==> src/rtl/rename_pkg.sv <==
package rename_pkg;
  parameter int NUM_GPR  = 8;
  parameter int NUM_TAGS = 16;
  parameter int DATA_W   = 16;
  localparam int NUM_REGS = NUM_GPR + 1;          // last index holds the flags
  localparam int REG_W    = $clog2(NUM_REGS);
  localparam int TAG_W    = $clog2(NUM_TAGS);
  localparam int FLAG_IDX = NUM_GPR;

  typedef struct packed {
    logic             alloc;
    logic [TAG_W-1:0] allocTag;
    logic             cmt;
    logic [TAG_W-1:0] cmtTag;
    logic             flush;
  } ctrlStrobe_t;

  typedef struct packed {
    logic              pend;
    logic [TAG_W-1:0]  tag;
    logic [DATA_W-1:0] data;
  } srcLook_t;
endpackage

==> src/rtl/rename_ctrl.sv <==
module rename_ctrl
  import rename_pkg::*;
(
  input  logic             clk,
  input  logic             rst_n,
  input  logic             inValid,
  input  logic             inDstValid,
  input  logic             flush,
  input  logic             cmtValid,
  input  logic [TAG_W-1:0] cmtTag,
  output logic             inReady,
  output logic             poolFull,
  output logic [TAG_W-1:0] dstTag,
  output ctrlStrobe_t      strobe
);
  logic [NUM_TAGS-1:0] freeMask;
  logic [TAG_W-1:0]    pickTag;

  // lowest-numbered free tag wins
  always_comb begin
    pickTag = '0;
    for (int i = NUM_TAGS - 1; i >= 0; i--)
      if (freeMask[i]) pickTag = TAG_W'(i);
  end

  assign poolFull = ~|freeMask;
  assign inReady  = !flush && !(inDstValid && poolFull);
  assign dstTag   = pickTag;

  always_comb begin
    strobe.alloc    = inValid && inReady && inDstValid;
    strobe.allocTag = pickTag;
    strobe.cmt      = cmtValid;
    strobe.cmtTag   = cmtTag;
    strobe.flush    = flush;
  end

  always_ff @(posedge clk or negedge rst_n) begin
    if (!rst_n) begin
      freeMask <= '1;
    end else if (flush) begin
      freeMask <= '1;
    end else begin
      if (cmtValid)     freeMask[cmtTag]  <= 1'b1;
      if (strobe.alloc) freeMask[pickTag] <= 1'b0;
    end
  end
endmodule

==> src/rtl/rename_dp.sv <==
module rename_dp
  import rename_pkg::*;
(
  input  logic              clk,
  input  logic              rst_n,
  input  ctrlStrobe_t       strobe,
  input  logic [REG_W-1:0]  inDst,
  input  logic [REG_W-1:0]  inSrcA,
  input  logic [REG_W-1:0]  inSrcB,
  input  logic [REG_W-1:0]  cmtReg,
  input  logic [DATA_W-1:0] cmtData,
  input  logic              bcValid,
  input  logic [TAG_W-1:0]  bcTag,
  input  logic [DATA_W-1:0] bcData,
  output srcLook_t          lookA,
  output srcLook_t          lookB
);
  logic [NUM_REGS-1:0]             mapValid;
  logic [NUM_REGS-1:0][TAG_W-1:0]  mapTag;
  logic [NUM_REGS-1:0][DATA_W-1:0] regFile;
  logic [NUM_TAGS-1:0]             tagDone;
  logic [NUM_TAGS-1:0][DATA_W-1:0] tagVal;

  for (genvar r = 0; r < NUM_REGS; r++) begin : g_reg
    always_ff @(posedge clk or negedge rst_n) begin
      if (!rst_n) begin
        mapValid[r] <= 1'b0;
        mapTag[r]   <= '0;
        regFile[r]  <= '0;
      end else begin
        if (strobe.cmt && cmtReg == REG_W'(r)) regFile[r] <= cmtData;
        if (strobe.flush) begin
          mapValid[r] <= 1'b0;
        end else if (strobe.alloc && inDst == REG_W'(r)) begin
          mapValid[r] <= 1'b1;
          mapTag[r]   <= strobe.allocTag;
        end else if (strobe.cmt && mapValid[r] && mapTag[r] == strobe.cmtTag) begin
          mapValid[r] <= 1'b0;
        end
      end
    end
  end

  for (genvar t = 0; t < NUM_TAGS; t++) begin : g_tag
    always_ff @(posedge clk or negedge rst_n) begin
      if (!rst_n) begin
        tagDone[t] <= 1'b0;
        tagVal[t]  <= '0;
      end else if (strobe.alloc && strobe.allocTag == TAG_W'(t)) begin
        tagDone[t] <= 1'b0;
      end else if (bcValid && bcTag == TAG_W'(t)) begin
        tagDone[t] <= 1'b1;
        tagVal[t]  <= bcData;
      end
    end
  end

  function automatic srcLook_t lookUp(input logic [REG_W-1:0] idx);
    srcLook_t         res;
    logic [TAG_W-1:0] t;
    t        = mapTag[idx];
    res.tag  = t;
    res.pend = 1'b0;
    res.data = '0;
    if (!mapValid[idx])             res.data = regFile[idx];
    else if (tagDone[t])            res.data = tagVal[t];
    else if (bcValid && bcTag == t) res.data = bcData;
    else                            res.pend = 1'b1;
    return res;
  endfunction

  always_comb begin
    lookA = lookUp(inSrcA);
    lookB = lookUp(inSrcB);
  end
endmodule

==> src/rtl/rename_table.sv <==
module rename_table
  import rename_pkg::*;
(
  input  logic              clk,
  input  logic              rst_n,
  input  logic              inValid,
  output logic              inReady,
  input  logic [REG_W-1:0]  inSrcA,
  input  logic [REG_W-1:0]  inSrcB,
  input  logic              inDstValid,
  input  logic [REG_W-1:0]  inDst,
  output logic [TAG_W-1:0]  dstTag,
  output logic              srcAPend,
  output logic [TAG_W-1:0]  srcATag,
  output logic [DATA_W-1:0] srcAData,
  output logic              srcBPend,
  output logic [TAG_W-1:0]  srcBTag,
  output logic [DATA_W-1:0] srcBData,
  input  logic              bcValid,
  input  logic [TAG_W-1:0]  bcTag,
  input  logic [DATA_W-1:0] bcData,
  input  logic              cmtValid,
  input  logic [REG_W-1:0]  cmtReg,
  input  logic [TAG_W-1:0]  cmtTag,
  input  logic [DATA_W-1:0] cmtData,
  input  logic              flush
);
  ctrlStrobe_t strobe;
  srcLook_t    lookA, lookB;
  logic        poolFull;

  rename_ctrl u_ctrl (
    .clk(clk), .rst_n(rst_n), .inValid(inValid), .inDstValid(inDstValid),
    .flush(flush), .cmtValid(cmtValid), .cmtTag(cmtTag),
    .inReady(inReady), .poolFull(poolFull), .dstTag(dstTag), .strobe(strobe)
  );

  rename_dp u_dp (
    .clk(clk), .rst_n(rst_n), .strobe(strobe), .inDst(inDst),
    .inSrcA(inSrcA), .inSrcB(inSrcB), .cmtReg(cmtReg), .cmtData(cmtData),
    .bcValid(bcValid), .bcTag(bcTag), .bcData(bcData),
    .lookA(lookA), .lookB(lookB)
  );

  assign srcAPend = lookA.pend;
  assign srcATag  = lookA.tag;
  assign srcAData = lookA.data;
  assign srcBPend = lookB.pend;
  assign srcBTag  = lookB.tag;
  assign srcBData = lookB.data;
endmodule

==> config.mk <==
export PLATFORM = sky130hd
export DESIGN_NAME = rename_table
export DESIGN_NICKNAME = d
export VERILOG_FILES = /design/src/rtl/rename_pkg.sv /design/src/rtl/rename_ctrl.sv /design/src/rtl/rename_dp.sv /design/src/rtl/rename_table.sv
export SDC_FILE = /design/constraint.sdc
export NUM_CORES = 1
export LEC_CHECK = 0
export CAP_MARGIN = 0
export CORE_UTILIZATION = 30
export CTS_BUF_LIST = sky130_fd_sc_hd__clkbuf_8 sky130_fd_sc_hd__clkbuf_16
export DETAILED_ROUTE_END_ITERATION = 16
export GPL_ROUTABILITY_DRIVEN = 0
export HOLD_SLACK_MARGIN = 0.12
export SLEW_MARGIN = 20
export SYNTH_ARGS = -nofsm -noshare
export SYNTH_HDL_FRONTEND = slang
export SYNTH_SLANG_ARGS = --single-unit
==> constraint.sdc <==
create_clock -name clk -period 4.9 [get_ports clk]
set_input_delay 0.98 -clock clk [delete_from_list [all_inputs] [get_ports clk]]
set_output_delay 0.98 -clock clk [all_outputs]
set_load 0.01 [all_outputs]
======== After elaboration in Yosys (flattened, before gate mapping) ========
Cells that the tools add are included.
storage, ports and cells
  RAM bits ................................ 0
  register bits after elaboration ......... 477
  logic and storage cells ................. 394
  latch bits .............................. 0
  memories kept ........................... 0
  memory bits (read-only) ................. 0
  bits of input ports ..................... 63
operators by class
  div/mod/pow operators ................... 0
  equality and inequality tests ........... 57
  multipliers ............................. 0
  reduce and logical (&&, ||, !) cells .... 134
  shift-type cells ........................ 0
  $lt $le $gt $ge ......................... 8
  bitwise operators ....................... 20
  muxes and demuxes ....................... 115
  add/sub/neg operators ................... 0
operator list
  operator            count
  $bmux 16 s4         4
  $mux 16             14
  $logic_and 1x1->1   76
  $eq 4x4->1 const B  18
  $mux 4              18
  $mux 1              71
  $eq 4x3->1 const B  16
  $reduce_and 2->1    25
  $eq 4x4->1          11
  $bmux 4 s4          2
  $eq 4x2->1 const B  8
  $reduce_bool 2->1   16
  $lt 4x5->1 const B  6
  $reduce_bool 3->1   9
  $not 1->1           17
  $and 16x16->16      1
  $bmux 1 s4          4
  $eq 4x1->1 const B  4
  $logic_not 4->1     4
  $not 16->16         1
  $or 16x16->16       1
  $reduce_or 16->1    1
  $demux 1 s4         2
  $ge 4x1->1 const B  2
  $logic_not 1->1     3

======== Logic depth before layout (Yosys ltp) ========
  depth in word-level cells ............... 24
  mapped depth ............................ 14

======== Hierarchy ========
A second synthesis with hierarchy kept.
second synthesis, totals
  cells, all modules ...................... 2,352
  area total of the unflattened synthesis .. 27,351.2 um^2
by module, submodules not included
  module       cells each  area each (um^2)  times used
  rename_dp    2,218       26,202.6          1
  rename_ctrl  134         1,148.6           1

======== Least setup slack after synthesis ========
Ideal clock, no wire load.
  path kind ............................... input to output
  start point ............................. input inSrcB[0]
  end point ............................... output srcBData[10]
  cell stages on the path ................. 12
  data arrival time ....................... 3.290 ns
  setup slack ............................. 0.630 ns
  buffers on the path ..................... 3
  cells stage by stage .................... buf_6 > mux4_2 > nand2b_4 > a21boi_2 > buf_6 > mux2i_1 > mux2i_1 > o211ai_2 > o22a_2 > buf_6 > nor3_2 > a221o_1
on the way
  word-level cells in the longest chain between the ends .. 7
  elaborated cells on any way between the ends .. 15
  those cells by class .................... 1 x eq/ne; 13 x mux; 1 x reduce/logical
ends and longest elaborated chain
  item                                                 line                RTL
  from (decl)                                          rename_table.sv:9   input logic [REG_W-1:0] inSrcB,
  branches (longest 6 deep; another with $bmux 16 s4)  -
  $mux 16 *                                            rename_dp.sv:65     if (!mapValid[idx]) res.data = regFile[idx];
  to (decl)                                            rename_table.sv:18  output logic [DATA_W-1:0] srcBData,
Mark *: on every way between the ends. The select of a mux whose other input is x is not followed.

======== Worst setup path after layout ========
  start point ............................. input inSrcB[0]
  end point ............................... output srcBData[12]
Same word-level chain as after synthesis.

==> reports/qor.tcl <==
set qor(outcome) {finished, final reports clean}
set qor(worst_slack_ns) 0.0622
set qor(final_nets) 2711
set qor(drtAntennaViolNets) 0
set qor(timing_worst_setup_path_type) {in2out}
set qor(synth_area_leaders) {dfrtp_1 42%, mux2_2 18%, mux4_2 6.6%}
set qor(grt_pass1_wl_um) 138000
set qor(synth.mux.area_fraction_pct) 29.4
set qor(route.detailed.wl_per_inst_um) 23.9
set qor(placement_rows) 109
set qor(antenna_found_initial) 3
set qor(yosys.cell_count.top_type) {dfrtp_1}
set qor(syn-num-nets) 2487
set qor(cts.htree.levels) 2
set qor(synth_area_mm2) 0.0272
set qor(post-route-cell-area_mm2) 0.0337
set qor(synth-main-ff-cell) {dfrtp_1}
set qor(crit_slowest_cell) {nor4b_4}
set qor(port_buffers) 109
set qor(routed_wirelength_um) 92300
set qor(regToRegEndpoint) {u_dp.tagVal[200]}
set qor(finalWorstPathRequiredPeriod_ns) 4.84
set qor(path_clk_slew_ns) 0.06
set qor(yosys.area.top_type_share_pct) 42.5
set qor(cts_hold_repair.buffers) 0
set qor(drt_first_iter_violations) 1842
set qor(worst-r2r-cell-count) 10
set qor(cts_tree) {yes}
set qor(post_synth_most_frequent_cells) {461 x dfrtp_1, 430 x mux2_2, 323 x nand2_1, 131 x mux2i_1, 112 x clkbuf_1}
set qor(vias_in_the_first_global_route) 21300
set qor(drcViolationCount) 0
set qor(synth-seq-area-share_pct) 44.0
set qor(timing.final.max_slew_violations) 0
set qor(largest_family_of_logic_cells_by_synthesized_area) {multiplexers}
set qor(final_min_period_over_clock_period_pct) 98.7
set qor(fp.dieW_um) 303
set qor(final.setup_skew_ns) 0.0177
set qor(cts.path.max_buffers) 3
set qor(power.leakage_nw) 14.1
set qor(max_cap_violations) 0
set qor(via_count) 21500
set qor(io_pins) 110
set qor(synth_xor_xnor_area_share_pct) 1.39
set qor(synthesis.instances) 2424
set qor(syn_to_final_growth_pct) 24.2
set qor(cts_made_buffers) 51
set qor(cts_num_sinks) 477
set qor(timing.critical_path.to_type) {primary output}
set qor(path_max_fanout) 7
set qor(die_area_mm2) 0.0917
set qor(synth_area_per_cell_um2) 11.2
set qor(worstMarginPinSlew_ns) 1.08
set qor(yosysWarnings) 0
set qor(post-dp-hpwl_um) 57800
set qor(fin_util_pct) 37.9
set qor(groute.usage.overall_pct) 19.8
set qor(maximum_clock_rate_ghz) 0.207
set qor(pwr_per_cell_area_mw_per_mm2) 357
set qor(cp_peak_stage_delay_ns) 0.38
set qor(relSlewSlack_pct) 28.0
set qor(dpl_worst_slack_ns) -0.881
set qor(compound_gate_portion_of_the_synthesized_area_pct) 10.8
set qor(synthesized_area_fraction_occupied_by_adder_cells_pct) 0
set qor(cts_root_buf) {clkbuf_16}
set qor(fill_cells) 8684
set qor(crit_path_cell_trace) {buf_6 > buf_6 > buf_4 > nor4b_4 > buf_4 > a32oi_4 > buf_4 > buf_4 > buf_4 > nand3_1 > o211ai_2 > o22a_4 > clkbuf_16 > nor3_4 > a221o_1 > buf_2}
set qor(drt_pre_antenna_iters) 5
set qor(fp.coreArea_mm2) 0.0891
set qor(share_of_synthesized_cell_area_in_and_or_nand_and_nor_gates_pct) 10.7
set qor(number_of_enable_type_register_cells_in_the_synthesized_netlist) 0
set qor(crit-reg2reg-launch) {u_ctrl.freeMask[3]}
set qor(setup_viol) 0
set qor(vias_cell) 5.58
set qor(worstHoldPathType) {in2async}
set qor(fraction_of_final_layout_cells_sized_beyond_drive_strength_1_pct) 38.3
set qor(start_util_pct) 30.5
set qor(ys_types) 75
set qor(source_to_sink_clock_delay_at_the_later_pin_of_the_worst_skew_pair_ns) 0.62
set qor(arrival_ns) 3.86
set qor(cp-startpoint) {inSrcB[0]}
set qor(grt_start_max_net_pins) 102
set qor(required_ns) 3.92
set qor(postPlaceCellArea_mm2) 0.0309
set qor(yosys_register_bits) 477
set qor(die_h_um) 303
set qor(final_global_route_overflow_total) 0
set qor(flop2flop_setup_slack_ns) 1.69
set qor(ys_async_sr_fraction_pct) 100
set qor(yosys.area.top_type) {dfrtp_1}
set qor(cp-start-kind) {input pin}
set qor(fin_hold_ws_ns) 0.411
set qor(peakVddDrop_uv) 370
set qor(hold_viol) 0
set qor(critPathMostFrequentCell) {buf_4}
[layout by cell type, fill, tap and decap left out, types with 63 or more instances in the layout]
cell type	instances
a31oi_1	69
a21oi_1	102
nand2_1	323
dfrtp_1	461
mux2_2	430
mux2i_1	128
clkdlybuf4s50_1	66
nor2_1	86
buf_4	199
mux4_2	80
a221oi_1	63
[metal layers]
| metal | global-route usage (%) | vias up | routed length (µm) |
|---|---|---|---|
| met5 | 0 | - | 12 |
| met3 | 2.79 | 164 | 5460 |
| met2 | 33.1 | 773 | 44900 |
| met1 | 26.2 | 11100 | 38800 |
| li1 | - | 9450 | - |
| met4 | 6.87 | 2 | 3090 |
[timing repair]
action | CTS | global route
gates resized for setup | 163 | 86
setup buffers | 36 | 13
pin swaps | 26 | 28
endpoints found under the setup margin | 34 | 33
gates cloned | 5 | 3
[where the power goes]
group	switching (mW)	internal, mW
clock network	1.68	2.40
registers	0.605	4.74
logic	1.16	1.46
[logic make-up (layout without fill, tap and decap cells)]
logic type	after synthesis	after routing
multiplexers	643	643
AND/OR/NAND/NOR	624	624
flip-flops	477	477
AO/OA/AOI/OAI	419	419
buffers and inverters	218	483
XOR/XNOR	43	43
other	0	2
[critical path, delay by kind of cell]
kind            cells  cell delay, ns
compound gates      4            0.71
buf+inv             9            1.35
simple gates        3            0.79
[how the worst max path moves through the flow]
stage                   end  slack, ns  cells past startpoint
2_1_floorplan  srcBData[10]       0.63                     12
3_3_place_gp   srcBData[15]      -0.87                     12
3_5_place_dp    srcBData[0]      -0.88                     11
4_1_cts         srcBData[3]      -0.05                     14
5_1_grt         srcBData[0]      -0.05                     17
6_report       srcBData[12]       0.06                     16
[area by class of cell]
cell class / count / area [µm²] / area share (%)
Clock buffer: 67 / 1500 / 4.44
Multi-Input combinational cell: 1729 / 14800 / 43.8
Clock inverter: 27 / 278 / 0.823
Tap cell: 1165 / 1460 / 4.32
Timing Repair Buffer: 371 / 3690 / 10.9
Inverter: 18 / 75.1 / 0.222
Sequential cell: 477 / 12000 / 35.4
Antenna cell: 2 / 5.00 / 0.0148
[sequential cells by signal, indices dropped and copies added (netlist names)]
register and cells:
u_dp.mapValid 9, u_dp.tagVal 256, u_ctrl.freeMask 16, u_dp.tagDone 16
u_dp.regFile 144, u_dp.mapTag 36
[per-stage QoR]
stage / setup TNS (ns) / std cells / total power [mW]
2_1_floorplan: 0 / 2424 / 7.00
3_3_place_gp: -19.58 / 3706 / 7.83
3_5_place_dp: -20.19 / 3706 / 7.91
4_1_cts: -0.103 / 3841 / 12.1
5_1_grt: -0.224 / 3856 / 12.6
6_report: 0 / 3856 / 12.0
Power figures use the tool's default switching activity.
